--- src/rtl/modem_stat_pkg.sv ---
// Package: shared constants and types for the modem status/interrupt block.
// Assumes task codes are 4 bits wide and that status bit positions are fixed
// by the host software that decodes the primary status word.
package modem_stat_pkg;

    localparam int TASK_W = 4;

    // Task codes that do not consume the data buffer
    localparam logic [TASK_W-1:0] TASK_NOP   = 4'h0;
    localparam logic [TASK_W-1:0] TASK_RESET = 4'h1;
    localparam logic [TASK_W-1:0] TASK_STOP  = 4'h2;

    // Bit positions in the primary status word
    localparam int BIT_IRQ  = 7;
    localparam int BIT_BF   = 6;
    localparam int BIT_IBE  = 5;
    localparam int BIT_OVF  = 4;
    localparam int BIT_FEC  = 3;
    localparam int BIT_DQ   = 2;
    localparam int BIT_MODE = 1;
    localparam int BIT_PKT  = 0;

    // Number of status bits that plainly mirror a datapath level
    localparam int N_MIRROR = 4;

    // Held mode register contents
    typedef struct packed {
        logic bb_en;
        logic tx;
        logic irq_en;
        logic dq_en;
    } mode_t;

    // Registered status flags (excluding request and mode flag)
    typedef struct packed {
        logic bf;
        logic ibe;
        logic ovf;
        logic fec;
        logic dq;
        logic pkt;
    } flags_t;

    // True for tasks that occupy the data buffer
    function automatic logic is_data_task(input logic [TASK_W-1:0] code);
        return (code != TASK_NOP) && (code != TASK_RESET) && (code != TASK_STOP);
    endfunction

endpackage

--- src/rtl/modem_stat_mode.sv ---
// Module: mode register holder.
// Captures the mode fields on a mode write and flags a forced update when
// the baseband-enable or transmit bit changes. Assumes one write per cycle.
module modem_stat_mode
    import modem_stat_pkg::*;
(
    input  logic  clk,
    input  logic  rst_n,
    input  logic  mode_wr_i,
    input  mode_t mode_new_i,
    output mode_t mode_q_o,
    output logic  mode_force_o
);

    mode_t mode_q;

    // Purpose: hold the mode fields, reset to receive with enables off
    always_ff @(posedge clk) begin
        if (!rst_n) begin
            mode_q <= '0;
        end else if (mode_wr_i) begin
            mode_q <= mode_new_i;
        end
    end

    // Purpose: detect a write that alters baseband-enable or direction
    always_comb begin
        mode_force_o = mode_wr_i &&
                       ((mode_new_i.bb_en != mode_q.bb_en) ||
                        (mode_new_i.tx    != mode_q.tx));
    end

    assign mode_q_o = mode_q;

endmodule

--- src/rtl/modem_stat_word.sv ---
// Module: status flag register.
// Computes next values of the buffer-free, interleave-empty and mirrored
// flags and registers them. Exposes both current and next values so the
// interrupt logic can detect 0-to-1 changes. Assumes the interleave level
// input is only meaningful in transmit mode.
module modem_stat_word
    import modem_stat_pkg::*;
#(
    parameter int LVL_W      = 8,
    parameter int IBE_THRESH = 2
) (
    input  logic             clk,
    input  logic             rst_n,
    input  logic             force_i,
    input  logic             data_task_i,
    input  logic             buf_ready_i,
    input  logic             tx_mode_i,
    input  logic [LVL_W-1:0] ilv_level_i,
    input  logic             ovf_i,
    input  logic             fec_i,
    input  logic             dq_ready_i,
    input  logic             pkt_det_i,
    output flags_t           cur_o,
    output flags_t           nxt_o
);

    localparam logic [LVL_W-1:0] THRESH = LVL_W'(IBE_THRESH);

    logic bf_q, ibe_q, bf_d, ibe_d;
    logic [N_MIRROR-1:0] mir_in, mir_q;

    // Purpose: buffer-free next value, forced > data-task clear > ready set
    always_comb begin
        if (force_i)            bf_d = 1'b1;
        else if (data_task_i)   bf_d = 1'b0;
        else if (buf_ready_i)   bf_d = 1'b1;
        else                    bf_d = bf_q;
    end

    // Purpose: interleave-empty next value, level-driven only when transmitting
    always_comb begin
        if (force_i)            ibe_d = 1'b1;
        else if (tx_mode_i)     ibe_d = (ilv_level_i < THRESH);
        else                    ibe_d = ibe_q;
    end

    // Purpose: register the two buffer flags, both set out of reset
    always_ff @(posedge clk) begin
        if (!rst_n) begin
            bf_q  <= 1'b1;
            ibe_q <= 1'b1;
        end else begin
            bf_q  <= bf_d;
            ibe_q <= ibe_d;
        end
    end

    assign mir_in = {ovf_i, fec_i, dq_ready_i, pkt_det_i};

    // One register per mirrored condition
    for (genvar g = 0; g < N_MIRROR; g++) begin : g_mirror
        // Purpose: sample one datapath level into its status bit
        always_ff @(posedge clk) begin
            if (!rst_n) mir_q[g] <= 1'b0;
            else        mir_q[g] <= mir_in[g];
        end
    end

    // Purpose: assemble current and next flag views
    always_comb begin
        cur_o = '{bf: bf_q, ibe: ibe_q, ovf: mir_q[3], fec: mir_q[2],
                  dq: mir_q[1], pkt: mir_q[0]};
        nxt_o = '{bf: bf_d, ibe: ibe_d, ovf: mir_in[3], fec: mir_in[2],
                  dq: mir_in[1], pkt: mir_in[0]};
    end

endmodule

--- src/rtl/modem_stat_irq.sv ---
// Module: interrupt request logic.
// Detects qualifying 0-to-1 changes on primary flags and on masked bits of
// the secondary byte, and keeps separate sticky origins so each is cleared
// only by a read of its own register. A new rise wins over a same-cycle read.
module modem_stat_irq
    import modem_stat_pkg::*;
#(
    parameter int          S2_W    = 8,
    parameter logic [7:0]  S2_MASK = 8'h8F
) (
    input  logic            clk,
    input  logic            rst_n,
    input  flags_t          cur_i,
    input  flags_t          nxt_i,
    input  logic            force_i,
    input  logic            dq_en_i,
    input  logic            pkt_en_i,
    input  logic [S2_W-1:0] stat2_i,
    input  logic            rd_stat1_i,
    input  logic            rd_stat2_i,
    output logic            irq_o
);

    logic [S2_W-1:0] s2_q;
    logic            from_p1_q, from_p2_q;
    logic            rise_p1, rise_p2;

    // Purpose: collect qualifying primary-word rises
    always_comb begin
        rise_p1 = (nxt_i.bf  & ~cur_i.bf  & ~force_i) |
                  (nxt_i.ibe & ~cur_i.ibe & ~force_i) |
                  (nxt_i.ovf & ~cur_i.ovf)            |
                  (nxt_i.dq  & ~cur_i.dq  & dq_en_i)  |
                  (nxt_i.pkt & ~cur_i.pkt & pkt_en_i);
        rise_p2 = |(stat2_i & ~s2_q & S2_MASK[S2_W-1:0]);
    end

    // Purpose: remember the secondary byte for edge detection
    always_ff @(posedge clk) begin
        if (!rst_n) s2_q <= '0;
        else        s2_q <= stat2_i;
    end

    // Purpose: sticky request origins, set wins over clearing read
    always_ff @(posedge clk) begin
        if (!rst_n) begin
            from_p1_q <= 1'b0;
            from_p2_q <= 1'b0;
        end else begin
            if (rise_p1)         from_p1_q <= 1'b1;
            else if (rd_stat1_i) from_p1_q <= 1'b0;
            if (rise_p2)         from_p2_q <= 1'b1;
            else if (rd_stat2_i) from_p2_q <= 1'b0;
        end
    end

    assign irq_o = from_p1_q | from_p2_q;

endmodule

--- src/rtl/modem_irq_status.sv ---
// Module: top of the modem status word and interrupt request block.
// Combines the mode register, the status flag register and the request
// logic, and forms the host-visible word and active-low pin. Assumes all
// inputs are synchronous to clk and that read strobes last one cycle.
module modem_irq_status
    import modem_stat_pkg::*;
#(
    parameter int         LVL_W      = 8,
    parameter int         IBE_THRESH = 2,
    parameter logic [7:0] S2_MASK    = 8'h8F
) (
    input  logic             clk,
    input  logic             rst_n,
    input  logic             buf_ready_i,
    input  logic [LVL_W-1:0] ilv_level_i,
    input  logic             ovf_i,
    input  logic             fec_i,
    input  logic             dq_ready_i,
    input  logic             pkt_det_i,
    input  logic             pkt_det_en_i,
    input  logic             task_wr_i,
    input  logic [3:0]       task_code_i,
    input  logic             mode_wr_i,
    input  logic             mode_bb_en_i,
    input  logic             mode_tx_i,
    input  logic             mode_irq_en_i,
    input  logic             mode_dq_en_i,
    input  logic [7:0]       stat2_i,
    input  logic             rd_stat1_i,
    input  logic             rd_stat2_i,
    output logic [7:0]       status1_o,
    output logic             irq_n_o
);

    mode_t  mode_new, mode_q;
    logic   mode_force, reset_task, data_task, force_upd, irq;
    flags_t cur, nxt;

    assign mode_new = '{bb_en: mode_bb_en_i, tx: mode_tx_i,
                        irq_en: mode_irq_en_i, dq_en: mode_dq_en_i};

    // Purpose: classify the task written this cycle
    always_comb begin
        reset_task = task_wr_i && (task_code_i == TASK_RESET);
        data_task  = task_wr_i && is_data_task(task_code_i);
        force_upd  = reset_task || mode_force;
    end

    modem_stat_mode u_mode (
        .clk          (clk),
        .rst_n        (rst_n),
        .mode_wr_i    (mode_wr_i),
        .mode_new_i   (mode_new),
        .mode_q_o     (mode_q),
        .mode_force_o (mode_force)
    );

    modem_stat_word #(
        .LVL_W      (LVL_W),
        .IBE_THRESH (IBE_THRESH)
    ) u_word (
        .clk         (clk),
        .rst_n       (rst_n),
        .force_i     (force_upd),
        .data_task_i (data_task),
        .buf_ready_i (buf_ready_i),
        .tx_mode_i   (mode_q.tx),
        .ilv_level_i (ilv_level_i),
        .ovf_i       (ovf_i),
        .fec_i       (fec_i),
        .dq_ready_i  (dq_ready_i),
        .pkt_det_i   (pkt_det_i),
        .cur_o       (cur),
        .nxt_o       (nxt)
    );

    modem_stat_irq #(
        .S2_W    (8),
        .S2_MASK (S2_MASK)
    ) u_irq (
        .clk        (clk),
        .rst_n      (rst_n),
        .cur_i      (cur),
        .nxt_i      (nxt),
        .force_i    (force_upd),
        .dq_en_i    (mode_q.dq_en),
        .pkt_en_i   (pkt_det_en_i),
        .stat2_i    (stat2_i),
        .rd_stat1_i (rd_stat1_i),
        .rd_stat2_i (rd_stat2_i),
        .irq_o      (irq)
    );

    // Purpose: place each flag at its host-visible bit position
    always_comb begin
        status1_o           = '0;
        status1_o[BIT_IRQ]  = irq;
        status1_o[BIT_BF]   = cur.bf;
        status1_o[BIT_IBE]  = cur.ibe;
        status1_o[BIT_OVF]  = cur.ovf;
        status1_o[BIT_FEC]  = cur.fec;
        status1_o[BIT_DQ]   = cur.dq;
        status1_o[BIT_MODE] = mode_q.tx;
        status1_o[BIT_PKT]  = cur.pkt;
    end

    assign irq_n_o = ~(irq & mode_q.irq_en);

endmodule

--- config.mk ---
export PLATFORM = sky130hd
export DESIGN_NAME = modem_irq_status
export DESIGN_NICKNAME = d
export VERILOG_FILES = /design/src/rtl/modem_stat_pkg.sv /design/src/rtl/modem_stat_mode.sv /design/src/rtl/modem_stat_word.sv /design/src/rtl/modem_stat_irq.sv /design/src/rtl/modem_irq_status.sv
export SDC_FILE = /design/constraint.sdc
export NUM_CORES = 1
export LEC_CHECK = 0
export BUFFER_PORTS_ARGS = -buffer_cell sky130_fd_sc_hd__buf_4
export CORE_MARGIN = 2
export CORE_UTILIZATION = 41
export CTS_CLUSTER_DIAMETER = 200
export CTS_CLUSTER_SIZE = 14
export DETAILED_ROUTE_END_ITERATION = 6
export GPL_ROUTABILITY_DRIVEN = 0
export HOLD_SLACK_MARGIN = 0.03
export PLACE_DENSITY = 0.87
export RECOVER_POWER = 50
export SETUP_SLACK_MARGIN = 0.15
export SLEW_MARGIN = 20
export SYNTH_ARGS = -nofsm -noshare
export SYNTH_HDL_FRONTEND = slang
export SYNTH_SLANG_ARGS = --single-unit
--- constraint.sdc ---
create_clock -name clk -period 1.39 [get_ports clk]
set_clock_uncertainty 0.1 [all_clocks]
set_input_delay 0.417 -clock clk [delete_from_list [all_inputs] [get_ports clk]]
set_output_delay 0.417 -clock clk [all_outputs]
set_load 0.03 [all_outputs]
Yosys cells after proc, flatten, opt, wreduce, memory -nomap -nowiden
Cells that the tools add are included.

Order comparisons: 1. Equal/unequal tests: 5. Muxes and demuxes: 9. Bitwise operators: 24. Reductions and logical operators: 11.

Operator list (count): bitwise AND 1 bit (10); two-way mux 1 bit (9); bitwise AND 8 bit (1); < comparator 8 x 2 -> 1 bit (second input constant) (1); NOT 8 bit (1); NOT 1 bit (7); logical AND 1 bit (5); OR 1 bit (5); OR reduction 5 bit (1); equality test 4 x 1 -> 1 bit (second input constant) (1); inequality test 4 x 1 -> 1 bit (second input constant) (1); inequality test 4 x 2 -> 1 bit (second input constant) (1); nonzero test 2 bit (2); nonzero test 4 bit (1); logical OR 1 bit (2); inequality test 1 bit (2).

Bits in registers: 20. Input bits: 36. Output and inout port bits: 9. Word-level logic and storage cells: 63.

Longest topological paths before layout
Gate-level depths: netlist of run 1.

Depth in word-level cells: 13. Depth in mapped cells: 4. Mapped depth without buffers: 4.

By module
Synthesis of run 1 repeated with hierarchy kept, for this count alone.

Cell total of the unflattened synthesis: 83. Area total of the unflattened synthesis: 782.0 sq um.

Modules (own cells, without submodules): modem_stat_irq (instances 1, cells each 33, area an instance 292.8 sq um, sequential area each 140.1 sq um); modem_stat_word (instances 1, cells each 27, area an instance 265.3 sq um, sequential area each 120.1 sq um); modem_stat_mode (instances 1, cells each 16, area an instance 181.4 sq um, sequential area each 80.1 sq um); modem_irq_status (instances 1, cells each 7, area an instance 42.5 sq um, sequential area each 0.0 sq um).

Worst setup path after synthesis of run 1
No wires, ideal clock.

Path type: register -> output. From: reg u_irq.from_p1_q. To: out irq_n_o. Data arrival time: 0.738 ns. Required time: 0.873 ns. Path slack: 0.135 ns. Stages on the path, launching flop included: 3. Path buffers: 0. Cell sequence: dfxtp_1 -> or2_1 -> nand2_1.

Longest elaborated chain between the ends: 3.

RTL lines: from (decl) (RTL line modem_stat_irq.sv:25) `logic from_p1_q, from_p2_q;`; from (signal assigned) (RTL line modem_stat_irq.sv:47) `from_p1_q <= 1'b0;`; from (signal assigned) (RTL line modem_stat_irq.sv:50) `if (rise_p1) from_p1_q <= 1'b1;`; from (signal assigned) (RTL line modem_stat_irq.sv:51) `else if (rd_stat1_i) from_p1_q <= 1'b0;`; OR 1 bit (RTL line modem_stat_irq.sv:57) `assign irq_o = from_p1_q | from_p2_q;`; named net irq (RTL line modem_irq_status.sv:36) `logic mode_force, reset_task, data_task, force_upd, irq;`; bitwise AND 1 bit (RTL line modem_irq_status.sv:107) `assign irq_n_o = ~(irq & mode_q.irq_en);`; NOT 1 bit (RTL line modem_irq_status.sv:107); to (decl) (RTL line modem_irq_status.sv:32) `output logic irq_n_o`.

The timed path passes the listed nets, and every way through them passes these cells.

Worst setup path in the final report of run 1
From: reg u_irq.from_p1_q. To: out irq_n_o.

Longest elaborated chain between the ends: 3.

RTL lines (RTL line): OR 1 bit (modem_stat_irq.sv:57); bitwise AND 1 bit (modem_irq_status.sv:107); NOT 1 bit (modem_irq_status.sv:107).

Every way passes these cells.

==> run summary, run 1 <==
Top achievable clock speed - 637 MHz
Syn_nets - 112
Width of the chip - 46.3 um
Fin. Hold Viols - 0
Power share of the sequential group - 51.6%
Final setup violation count - 2
Core region area - 1710 um2
Standby leakage power - 0.530 nW
P_sw - 0.000268 W
Smallest hold slack - 225 ps
Area post-placement - 1030 um2
Clock insertion delay at the later pin of the skew report - 290 ps
Placement row count - 15
Min setup slack post-route - -181 ps
Post-synthesis average cell area - 9.65 um2
DIE AREA - 2140 um2
RSZ-0062 raised after global routing - yes
Result of the run - complete, but fails checks
Via-to-Cell Ratio - 4.49
Violated checks - setup timing
Final Total Pwr - 0.00103 W
Switching share of total power - 25.9%
Crit path buffers/inverters - 1
Deepest level of the CTS H-tree - 1
Number of routed nets with antenna violations - 0
Final net count - 155
Class of the tightest hold or removal check - input pin to register
Worst ir drop on vdd - 0.678 mV
CTS tree - done
Largest delay contributor family on the critical path - flip-flops
DRC errors left - 0
Antenna violations before repair - 0
Worst setup path category - register to primary output
Number of fill cells - 142
Post-route cell area - 1140 um2
Final worst path period need - 1570 ps
Number of optimization iterations in the first detailed-route pass - 3
Worst-Margin Slew - 569 ps
Kind of end point of the critical path - primary output
Total inserted antenna cells - 0
R2R cell count - 5
Sequential cell area fraction in the yosys report - 46.4%
Max_slew headroom - 62.1%
Maximum capacitance violations - 0
First-pass GRT wire length - 2640 um
Effective utilization at floorplan - 42.9%
Post-Syn Instances - 76
Bufs on Longest Clock Path - 2
Detailed placer's ending HPWL - 1240 um
Chip Height - 46.3 um
Reg2Reg Setup Slack - 190 ps
Area grow syn2layout - 56.1%
Share of synthesized registers carrying an async set or reset - 0%
Cell area power density - 904 nW/um2
Yosys Warn Count - 0
Start point of the worst hold path - stat2_i[7]
EDFF count, synth - 0
Proportion of power drawn by combinational gates - 22.9%
Ys flop type - sky130_fd_sc_hd__dfxtp_1
Routed Wire Length - 1660 um
Origin of the critical flop-to-flop path - u_mode.mode_q_o[2]
Worst hold path stage count - 2
Clock Sinks - 17
Number of buffers created by CTS - 3
Cell-internal power - 0.000767 W
Clock-pin slew reported for the worst setup and hold paths after clock tree synthesis - 100 ps
Vias after detailed routing - 642
Routed wirelength normalized by instance count - 11.6 um
Maximum fanout along the worst path - 2
Final slew viol count - 0
Crit path cell chain - or2_4 > nand2_2 > buf_6
Launching element type of the critical path - register
Grt total ovfl - 0
Clock root buffer - sky130_fd_sc_hd__clkbuf_4
Fraction of final layout cells with drive strength greater than 1 - 52.5%
Post-placement setup slack - -11.8 ps
DRC marker count from the first detailed-route iteration - 5
Via count of the first global-routing pass - 647
Slowest cell on the critical path - sky130_fd_sc_hd__dfxtp_2
Proportion of power drawn by the clock network - 25.5%
Synthesized flop and latch total - 17
I/O Buffers - 40
Commonest cells after routing, fill and taps aside - sky130_fd_sc_hd__buf_4 (33), sky130_fd_sc_hd__buf_6 (10), sky130_fd_sc_hd__inv_1 (9), sky130_fd_sc_hd__dfxtp_2 (9), sky130_fd_sc_hd__dfxtp_1 (8)
CP arrival - 1050 ps
# IOs - 45
Hold worst-path end - u_irq.s2_q[7]
Synth unique cells - 27
Reg-to-reg endpoint - u_irq.from_p1_q
Critical path data required time - 870 ps
Most common library cell in the layout ignoring fill and taps - sky130_fd_sc_hd__buf_4
Syn Std Cell Area - 733 um2
Delay of the slowest critical-path stage - 330 ps
Final setup TNS - -319 ps
Fin crit share - 113%
GR Util All Layers - 17.6%
Pin count of the biggest net entering global routing - 17
==> registers in the layout (all words and copies together), names as in the netlist <==
signal           cells
u_irq.s2_q           5
u_irq.from_p2_q      1
u_irq.from_p1_q      1
u_word.ibe_q         1
u_word.bf_q          1
u_word.cur_o         4
u_mode.mode_q_o      4
==> per-stage QoR <==
step / cells / utilization, %
2_1_floorplan: 76 / -
3_3_place_gp: 135 / 60.2
3_5_place_dp: 135 / 60.2
4_1_cts: 142 / 65.6
5_1_grt: 143 / 67.0
6_report: 143 / 67.0
==> Yosys cell counts (2+ instances only) <==
library cell / count / area share [%]
sky130_fd_sc_hd__nor2b_1: 5 / 4.3
sky130_fd_sc_hd__buf_4: 4 / 4.1
sky130_fd_sc_hd__dfxtp_1: 17 / 46
sky130_fd_sc_hd__and2_1: 9 / 7.7
sky130_fd_sc_hd__nand2_1: 5 / 2.6
sky130_fd_sc_hd__o22ai_1: 3 / 2.6
sky130_fd_sc_hd__mux2i_1: 4 / 5.5
sky130_fd_sc_hd__xnor2_1: 2 / 2.4
sky130_fd_sc_hd__inv_1: 9 / 4.6
==> power groups by stage <==
stage	clock, W	combinational, W	sequential, W
floorplan	0	0.0000986	0.000551
global placement	0	0.000203	0.000541
detailed placement	0	0.000208	0.000542
CTS	0.000272	0.000229	0.000533
global route	0.000294	0.000257	0.000537
finish	0.000264	0.000237	0.000534
==> layer usage <==
metal  wire length, um  part of all wire (%)  track usage (%)
met5                 0                     0                0
met4                30                   1.8             5.14
met3                78                   4.7             5.88
met2               911                    55             30.8
met1               640                    39             19.9
==> repair_timing <==
item / CTS / global route
endpoints found under the setup margin: 9 / 12
hold buffers: 0 / 0
pin swaps: 3 / 4
setup buffers: 3 / 1
gates resized for setup: 17 / 5
==> cell families after synthesis <==
family                 after synthesis  share of synthesized area, %
buffers and inverters               15                          9.90
XOR/XNOR                             2                          2.39
flip-flops                          17                          46.4
AND/OR/NAND/NOR                     26                          21.3
multiplexers                         4                          5.46
AO/OA/AOI/OAI                       12                          14.5
==> area by class of cell <==
class,count,area [um2],share of cell area [%]
timing repair buffer,44,364,31.8
inverter,9,33.8,2.95
multi-input combinational,44,338,29.5
sequential,17,352,30.7
clock buffer,4,26.3,2.30
tap,25,31.3,2.73
==> worst max path at each step <==
stage	startpoint	slack (ps)	depth (start not counted)	end
2_1_floorplan	task_code_i[3]	170	3	u_irq.from_p1_q
3_3_place_gp	task_code_i[3]	-10	4	u_irq.from_p1_q
3_5_place_dp	task_code_i[3]	-10	4	u_irq.from_p1_q
4_1_cts	u_irq.from_p2_q	-190	3	irq_n_o
5_1_grt	u_irq.from_p1_q	-220	3	irq_n_o
6_report	u_irq.from_p1_q	-180	3	irq_n_o
No activity file was read; power rests on OpenSTA's default activity.
==> run 2, diff against run 1 <==
ABC_AREA = 1   (was unset)
BUFFER_PORTS_ARGS = unset   (was -buffer_cell sky130_fd_sc_hd__buf_4)
CORE_UTILIZATION = 58   (was 41)
DONT_BUFFER_PORTS = 1   (was unset)
PLACE_DENSITY = 0.84   (was 0.87)
==> run summary, run 2 <==
Result of the run - complete, but fails checks
Violated checks - setup timing
Placement row count - 13 (-2)
Worst setup path category - register to primary output
Launching element type of the critical path - register
Commonest cells after routing, fill and taps aside - sky130_fd_sc_hd__inv_1 (30), sky130_fd_sc_hd__nand2_1 (28), sky130_fd_sc_hd__dfxtp_1 (8)
Kind of end point of the critical path - primary output
Delay of the slowest critical-path stage - 340 ps (about the same)
First-pass GRT wire length - 2220 um (-16%)
Routed wirelength normalized by instance count - 11.4 um (-2.0%)
DIE AREA - 1640 um2 (-23%)
Area grow syn2layout - 15.5%
Chip Height - 40.5 um (-12%)
Largest delay contributor family on the critical path - flip-flops
Register with the most flip-flops - u_irq.s2_q
Final setup violation count - 1 (-1)
Number of flip-flops under the largest register name - 5 (unchanged)
Class of the tightest hold or removal check - input pin to register
Width of the chip - 40.5 um (-12%)
DRC marker count from the first detailed-route iteration - 9 (+4)
CP arrival - 920 ps (-130 ps)
Synth Area in XOR/XNOR - 0% (-2.4 points)
Post-synthesis average cell area - 6.73 um2 (-30%)
Grt total ovfl - 0 (unchanged)
Final slew viol count - 0 (unchanged)
Most common library cell in the layout ignoring fill and taps - sky130_fd_sc_hd__inv_1
CP dominant cell by count - sky130_fd_sc_hd__nand2_2
EDFF count, synth - 0 (unchanged)
Hold-fix buffers at CTS - 0 (unchanged)
Total inserted antenna cells - 0 (unchanged)
Fin. Hold Viols - 0 (unchanged)
Cell area power density - 1060 nW/um2 (+17%)
Critical path data required time - 870 ps (about the same)
Dominant combinational cell family by area after synthesis - simple AND/OR/NAND/NOR gates
Number of buffers created by CTS - 3 (unchanged)
Number of optimization iterations in the first detailed-route pass - 4 (+1)
Final setup TNS - -44.2 ps (+275 ps)
Maximum capacitance violations - 0 (unchanged)
Crit path cell chain - inv_2 > nand2_2 > nand2_2 > buf_6
Clock-pin slew reported for the worst setup and hold paths after clock tree synthesis - 100 ps (about the same)
Effective utilization at floorplan - 61.0% (+18 points)
Clock insertion delay at the later pin of the skew report - 280 ps (about the same)
# IOs - 45 (unchanged)
Deepest level of the CTS H-tree - 1 (unchanged)
Max_slew headroom - 83.9% (+22 points)
Synth unique cells - 16 (-41%)
Portion of synthesized cell area occupied by the leading cell type - 43.9% (-2.5 points)
Ranking of synthesized cells by area - sky130_fd_sc_hd__dfxtp_1 (44%), sky130_fd_sc_hd__inv_1 (16%), sky130_fd_sc_hd__nand2_1 (15%)
Pin count of the biggest net entering global routing - 17 (unchanged)
Core region area - 1270 um2 (-26%)
Min setup slack post-route - -44.2 ps (+137 ps)
Synth Area in Compound Gates - 13.1% (-1.4 points)
Antenna violations before repair - 0 (unchanged)
Worst-Margin Slew - 239 ps (-330 ps)
Fraction of final layout cells with drive strength greater than 1 - 22.1% (-30 points)
Top cells by instance count after synthesis - sky130_fd_sc_hd__inv_1 (33), sky130_fd_sc_hd__nand2_1 (30), sky130_fd_sc_hd__dfxtp_1 (17)
GR Util All Layers - 20.4% (+2.8 points)
Number of routed nets with antenna violations - 0 (unchanged)
Biggest area consumer among synthesized cells - sky130_fd_sc_hd__dfxtp_1
Post-Syn Instances - 115 (+51%)
Share of synthesized registers carrying an async set or reset - 0% (unchanged)
Count leader, synth - sky130_fd_sc_hd__inv_1
Syn_nets - 151 (+35%)
DRC errors left - 0 (unchanged)
Worst ir drop on vdd - 0.768 mV (+13%)
Slowest cell on the critical path - sky130_fd_sc_hd__dfxtp_2
Yosys Warn Count - 0 (unchanged)
Number of fill cells - 117 (-18%)
Arithmetic-cell share of the synthesized area counting full adders, half adders and majority gates - 0% (unchanged)
Area share of and/or/nand/nor cells after synthesis - 22.5% (+1.1 points)
Syn Std Cell Area - 774 um2 (+5.6%)
Clock root buffer - sky130_fd_sc_hd__clkbuf_4
I/O Buffers - 0 (-100%)
Fraction of the core area covered by cells at the end of the flow - 70.5% (+3.5 points)
Clock Sinks - 17 (unchanged)
Crit path buffers/inverters - 2 (+1)
Standby leakage power - 0.517 nW (-2.3%)
Ys flop type - sky130_fd_sc_hd__dfxtp_1
Via count of the first global-routing pass - 615 (-4.9%)
Synthesized flop and latch total - 17 (unchanged)
CTS tree - done
RSZ-0062 raised after global routing - yes
Final net count - 159 (+2.6%)
Share of cell area taken by muxes after synthesis - 0% (-5.5 points)
Final worst path period need - 1430 ps (-137 ps)
Top achievable clock speed - 697 MHz (+9.5%)
Vias after detailed routing - 690 (+7.5%)
Routed Wire Length - 1560 um (-6.1%)
Via-to-Cell Ratio - 5.04 (+12%)
Bufs on Longest Clock Path - 2 (unchanged)
Maximum fanout along the worst path - 2 (unchanged)
Sequential cell area fraction in the yosys report - 43.9% (-2.5 points)
Fin crit share - 103% (-9.8 points)
Detailed placer's ending HPWL - 1100 um (-11%)
-- run 2: cell types whose count changed after synthesis, moves of 2 or more --
cell and delta:
sky130_fd_sc_hd__mux2i_1 -4, sky130_fd_sc_hd__inv_1 +24, sky130_fd_sc_hd__nand2_1 +25, sky130_fd_sc_hd__and2_1 -9
sky130_fd_sc_hd__nor2b_1 -5, sky130_fd_sc_hd__xnor2_1 -2, sky130_fd_sc_hd__nor2_1 +7, sky130_fd_sc_hd__o21ai_0 +6
-- run 2: final timing paths --
| check | from | endpoint | slack [ps] | depth (start not counted) |
|---|---|---|---|---|
| max | u_irq.from_p2_q | irq_n_o | -40 | 4 |
| min | mode_wr_i | u_mode.mode_q_o[2] | 110 | 1 |
| max reg2reg | u_mode.mode_q_o[2] | u_word.ibe_q | 250 | 7 |
| min reg2reg | u_mode.mode_q_o[0] | u_mode.mode_q_o[0] | 430 | 2 |
-- run 2: worst reg2reg max path, cell delays in order (launching register included) --
cell                      delay, ps
sky130_fd_sc_hd__dfxtp_2        350
sky130_fd_sc_hd__buf_6          120
sky130_fd_sc_hd__inv_2           50
sky130_fd_sc_hd__nand2_1         50
sky130_fd_sc_hd__nand2_1         50
sky130_fd_sc_hd__nand2_1         60
sky130_fd_sc_hd__a21oi_2        190
sky130_fd_sc_hd__nand2_1         70
-- run 2: per-stage QoR --
step	setup slack [ps]	power (W)	cells	hold WS, ps	instance area [um2]
5_1_grt	-84.4	0.000985	137	100	895
6_report	-44.2	0.000945	137	110	895
3_5_place_dp	231	0.000670	129	394	788
4_1_cts	-36.3	0.000936	136	109	868
2_1_floorplan	269	0.000657	115	363	774
3_3_place_gp	256	0.000663	129	381	788
-- run 2: logic make-up (layout without fill, tap and decap cells) --
family	after synthesis	after routing
buf+inv	38	45
flops	17	17
compound gates	17	17
simple gates	43	43
-- run 2: repair_timing --
action                                  CTS  global route
gates resized for setup                  17             8
endpoints found under the setup margin    9            12
pin swaps                                 2             5
buffers inserted                          3             1
-- run 2: area by class of cell --
type	count	area, um2	area share [%]
flip-flops and latches	17	364	40.7
multi-input cells	60	283	31.6
inverters	33	124	13.8
repair buffers	8	78.8	8.81
clock buffers	4	26.3	2.94
well taps	15	18.8	2.10
-- run 2: metal layers --
layer | global-route usage [%] | wire, um | up-vias
li1 | - | - | 350
met1 | 24.6 | 590 | 304
met2 | 36.5 | 811 | 36
met3 | 3.89 | 156 | 0
met4 | 5.00 | 0 | 0
met5 | 0 | 0 | -
-- run 2: power by group --
part / leakage (nW) / switching [W] / total (W) / internal (W)
Sequential: 0.144 / 0.0000319 / 0.000548 / 0.000516
Combinational: 0.358 / 0.0000729 / 0.000137 / 0.0000641
Clock: 0.0150 / 0.000150 / 0.000261 / 0.000111
Total: 0.517 / 0.000254 / 0.000945 / 0.000691
==> run 3, diff against run 2 <==
CELL_PAD_IN_SITES_DETAIL_PLACEMENT = 2   (was unset)
CELL_PAD_IN_SITES_GLOBAL_PLACEMENT = 2   (was unset)
CORE_UTILIZATION = 28   (was 58)
PLACE_DENSITY = unset   (was 0.84)
PLACE_DENSITY_LB_ADDON = 0.1   (was unset)
==> run summary, run 3 (synthesis gave the netlist of run 2 again) <==
Violated checks - setup timing
GR Util All Layers - 12.9% (-7.5 points)
Core region area - 2690 um2 (+110%)
Number of flip-flops under the largest register name - 5 (unchanged)
Via count of the first global-routing pass - 754 (+23%)
First-pass GRT wire length - 3070 um (+38%)
Kind of end point of the critical path - primary output
DRC marker count from the first detailed-route iteration - 2 (-7)
Via-to-Cell Ratio - 4.64 (-8.0%)
Critical path data required time - 870 ps (about the same)
Post-placement setup slack - 222 ps (-9.15 ps)
RSZ-0062 raised after global routing - yes
Number of optimization iterations in the first detailed-route pass - 4 (unchanged)
CTS tree - done
DRC errors left - 0 (unchanged)
Final worst path period need - 1450 ps (+11.0 ps)
Area grow syn2layout - 16.6%
Placement row count - 19 (+6)
Routed Wire Length - 1810 um (+16%)
Number of buffers created by CTS - 3 (unchanged)
Most common library cell in the layout ignoring fill and taps - sky130_fd_sc_hd__inv_1
Deepest level of the CTS H-tree - 1 (unchanged)
Max_slew headroom - 84.0% (+0.16 points)
Commonest cells after routing, fill and taps aside - sky130_fd_sc_hd__inv_1 (30), sky130_fd_sc_hd__nand2_1 (28), sky130_fd_sc_hd__dfxtp_1 (9)
Fin. Hold Viols - 0 (unchanged)
Clock insertion delay at the later pin of the skew report - 280 ps (about the same)
Grt total ovfl - 0 (unchanged)
Total inserted antenna cells - 0 (unchanged)
Maximum fanout along the worst path - 2 (unchanged)
Worst-Margin Slew - 237 ps (-2.31 ps)
Worst ir drop on vdd - 0.457 mV (-41%)
# IOs - 45 (unchanged)
Pin count of the biggest net entering global routing - 17 (unchanged)
Launching element type of the critical path - register
Bufs on Longest Clock Path - 2 (unchanged)
I/O Buffers - 0 (unchanged)
CP arrival - 930 ps (about the same)
Final Total Pwr - 0.000939 W (-0.66%)
Worst setup path category - register to primary output
Effective utilization at floorplan - 28.8% (-32 points)
Number of routed nets with antenna violations - 0 (unchanged)
Clock Sinks - 17 (unchanged)
Final slew viol count - 0 (unchanged)
Vias after detailed routing - 700 (+1.4%)
Top achievable clock speed - 692 MHz (-0.76%)
Final setup TNS - -55.1 ps (-11.0 ps)
Register with the most flip-flops - u_irq.s2_q
Maximum capacitance violations - 0 (unchanged)
Detailed placer's ending HPWL - 1470 um (+33%)
Cell area power density - 1040 nW/um2 (-1.6%)
Min setup slack post-route - -55.1 ps (-11.0 ps)
Crit path cell chain - inv_2 > nand2_4 > nand2_2 > buf_6
DIE AREA - 3200 um2 (+95%)
Chip Height - 56.6 um (+40%)
Fraction of final layout cells with drive strength greater than 1 - 19.2% (-3.0 points)
Result of the run - complete, but fails checks
Clock-pin slew reported for the worst setup and hold paths after clock tree synthesis - 90 ps (about the same)
Fin crit share - 104% (+0.79 points)
Antenna violations before repair - 0 (unchanged)
Standby leakage power - 0.512 nW (-1.0%)
Final net count - 157 (-1.3%)
Class of the tightest hold or removal check - input pin to register
Routed wirelength normalized by instance count - 12.0 um (+5.2%)
Width of the chip - 56.6 um (+40%)
Clock root buffer - sky130_fd_sc_hd__clkbuf_4
Slowest cell on the critical path - sky130_fd_sc_hd__dfxtp_2
Final setup violation count - 1 (unchanged)
Delay of the slowest critical-path stage - 330 ps (about the same)
==> run 3: cell count changes in the layout (fill, tap and decap cells not counted) <==
cell,before,now
sky130_fd_sc_hd__nand2_2,2,1
sky130_fd_sc_hd__inv_2,3,2
sky130_fd_sc_hd__dfxtp_1,8,9
sky130_fd_sc_hd__nor2_1,7,8
sky130_fd_sc_hd__nand2_4,0,1
sky130_fd_sc_hd__dfxtp_2,4,3
sky130_fd_sc_hd__nor2_2,1,0
sky130_fd_sc_hd__inv_4,0,1
sky130_fd_sc_hd__buf_4,3,1
==> run 3: cell type report <==
cell class / count / area, um2
fillers: 339 / 1780
flip-flops and latches: 17 / 363
multi-input cells: 60 / 285
inverters: 33 / 126
repair buffers: 6 / 63.8
well taps: 31 / 38.8
clock buffers: 4 / 26.3
==> run 3: final timing paths <==
path                                          from  slack (ps)            endpoint  depth (start not counted)
worst max register to register  u_mode.mode_q_o[2]         250     u_irq.from_p1_q                          8
worst min-delay path                     mode_wr_i         100  u_mode.mode_q_o[2]                          1
worst max-delay path               u_irq.from_p1_q         -60             irq_n_o                          4
worst min register to register       u_irq.s2_q[3]         430     u_irq.from_p2_q                          3
==> run 3: through the flow <==
| stage | instances | util, % | hold WS, ps | instance area [um2] |
|---|---|---|---|---|
| 3_3_place_gp | 145 | 30.1 | 383 | 808 |
| 2_1_floorplan | 115 | - | 363 | 774 |
| 5_1_grt | 151 | 33.6 | 77.3 | 903 |
| 4_1_cts | 151 | 33.0 | 87.4 | 886 |
| 3_5_place_dp | 145 | 30.1 | 412 | 808 |
| 6_report | 151 | 33.6 | 102 | 903 |
==> run 3: power breakdown <==
part | leakage [nW] | internal (W) | switching (W)
Combinational | 0.353 | 0.0000608 | 0.0000725
Sequential | 0.144 | 0.000515 | 0.0000318
Clock | 0.0150 | 0.000111 | 0.000147
==> run 3: critical path: cells and delay by family, from the launching register on <==
kind	cells	cell delay (ps)
buffers and inverters	2	190
AND/OR/NAND/NOR	2	110
flip-flops	1	330
==> run 3: metal layers <==
| metal | up-vias | routed length (um) | track usage (%) |
|---|---|---|---|
| met2 | 20 | 1050 | 25.9 |
| met4 | 0 | 18 | 7.14 |
| met3 | 2 | 104 | 4.15 |
| li1 | 348 | - | - |
| met1 | 330 | 634 | 10.6 |
| met5 | - | 0 | 0 |
==> run 3: what timing repair did <==
| action | CTS | global route |
|---|---|---|
| buffers inserted | 2 | 0 |
| gates resized for setup | 19 | 6 |
| pin swaps | 1 | 4 |
| hold buffers | 0 | 0 |
| gates cloned | 0 | 0 |
| endpoints found under the setup margin | 9 | 12 |
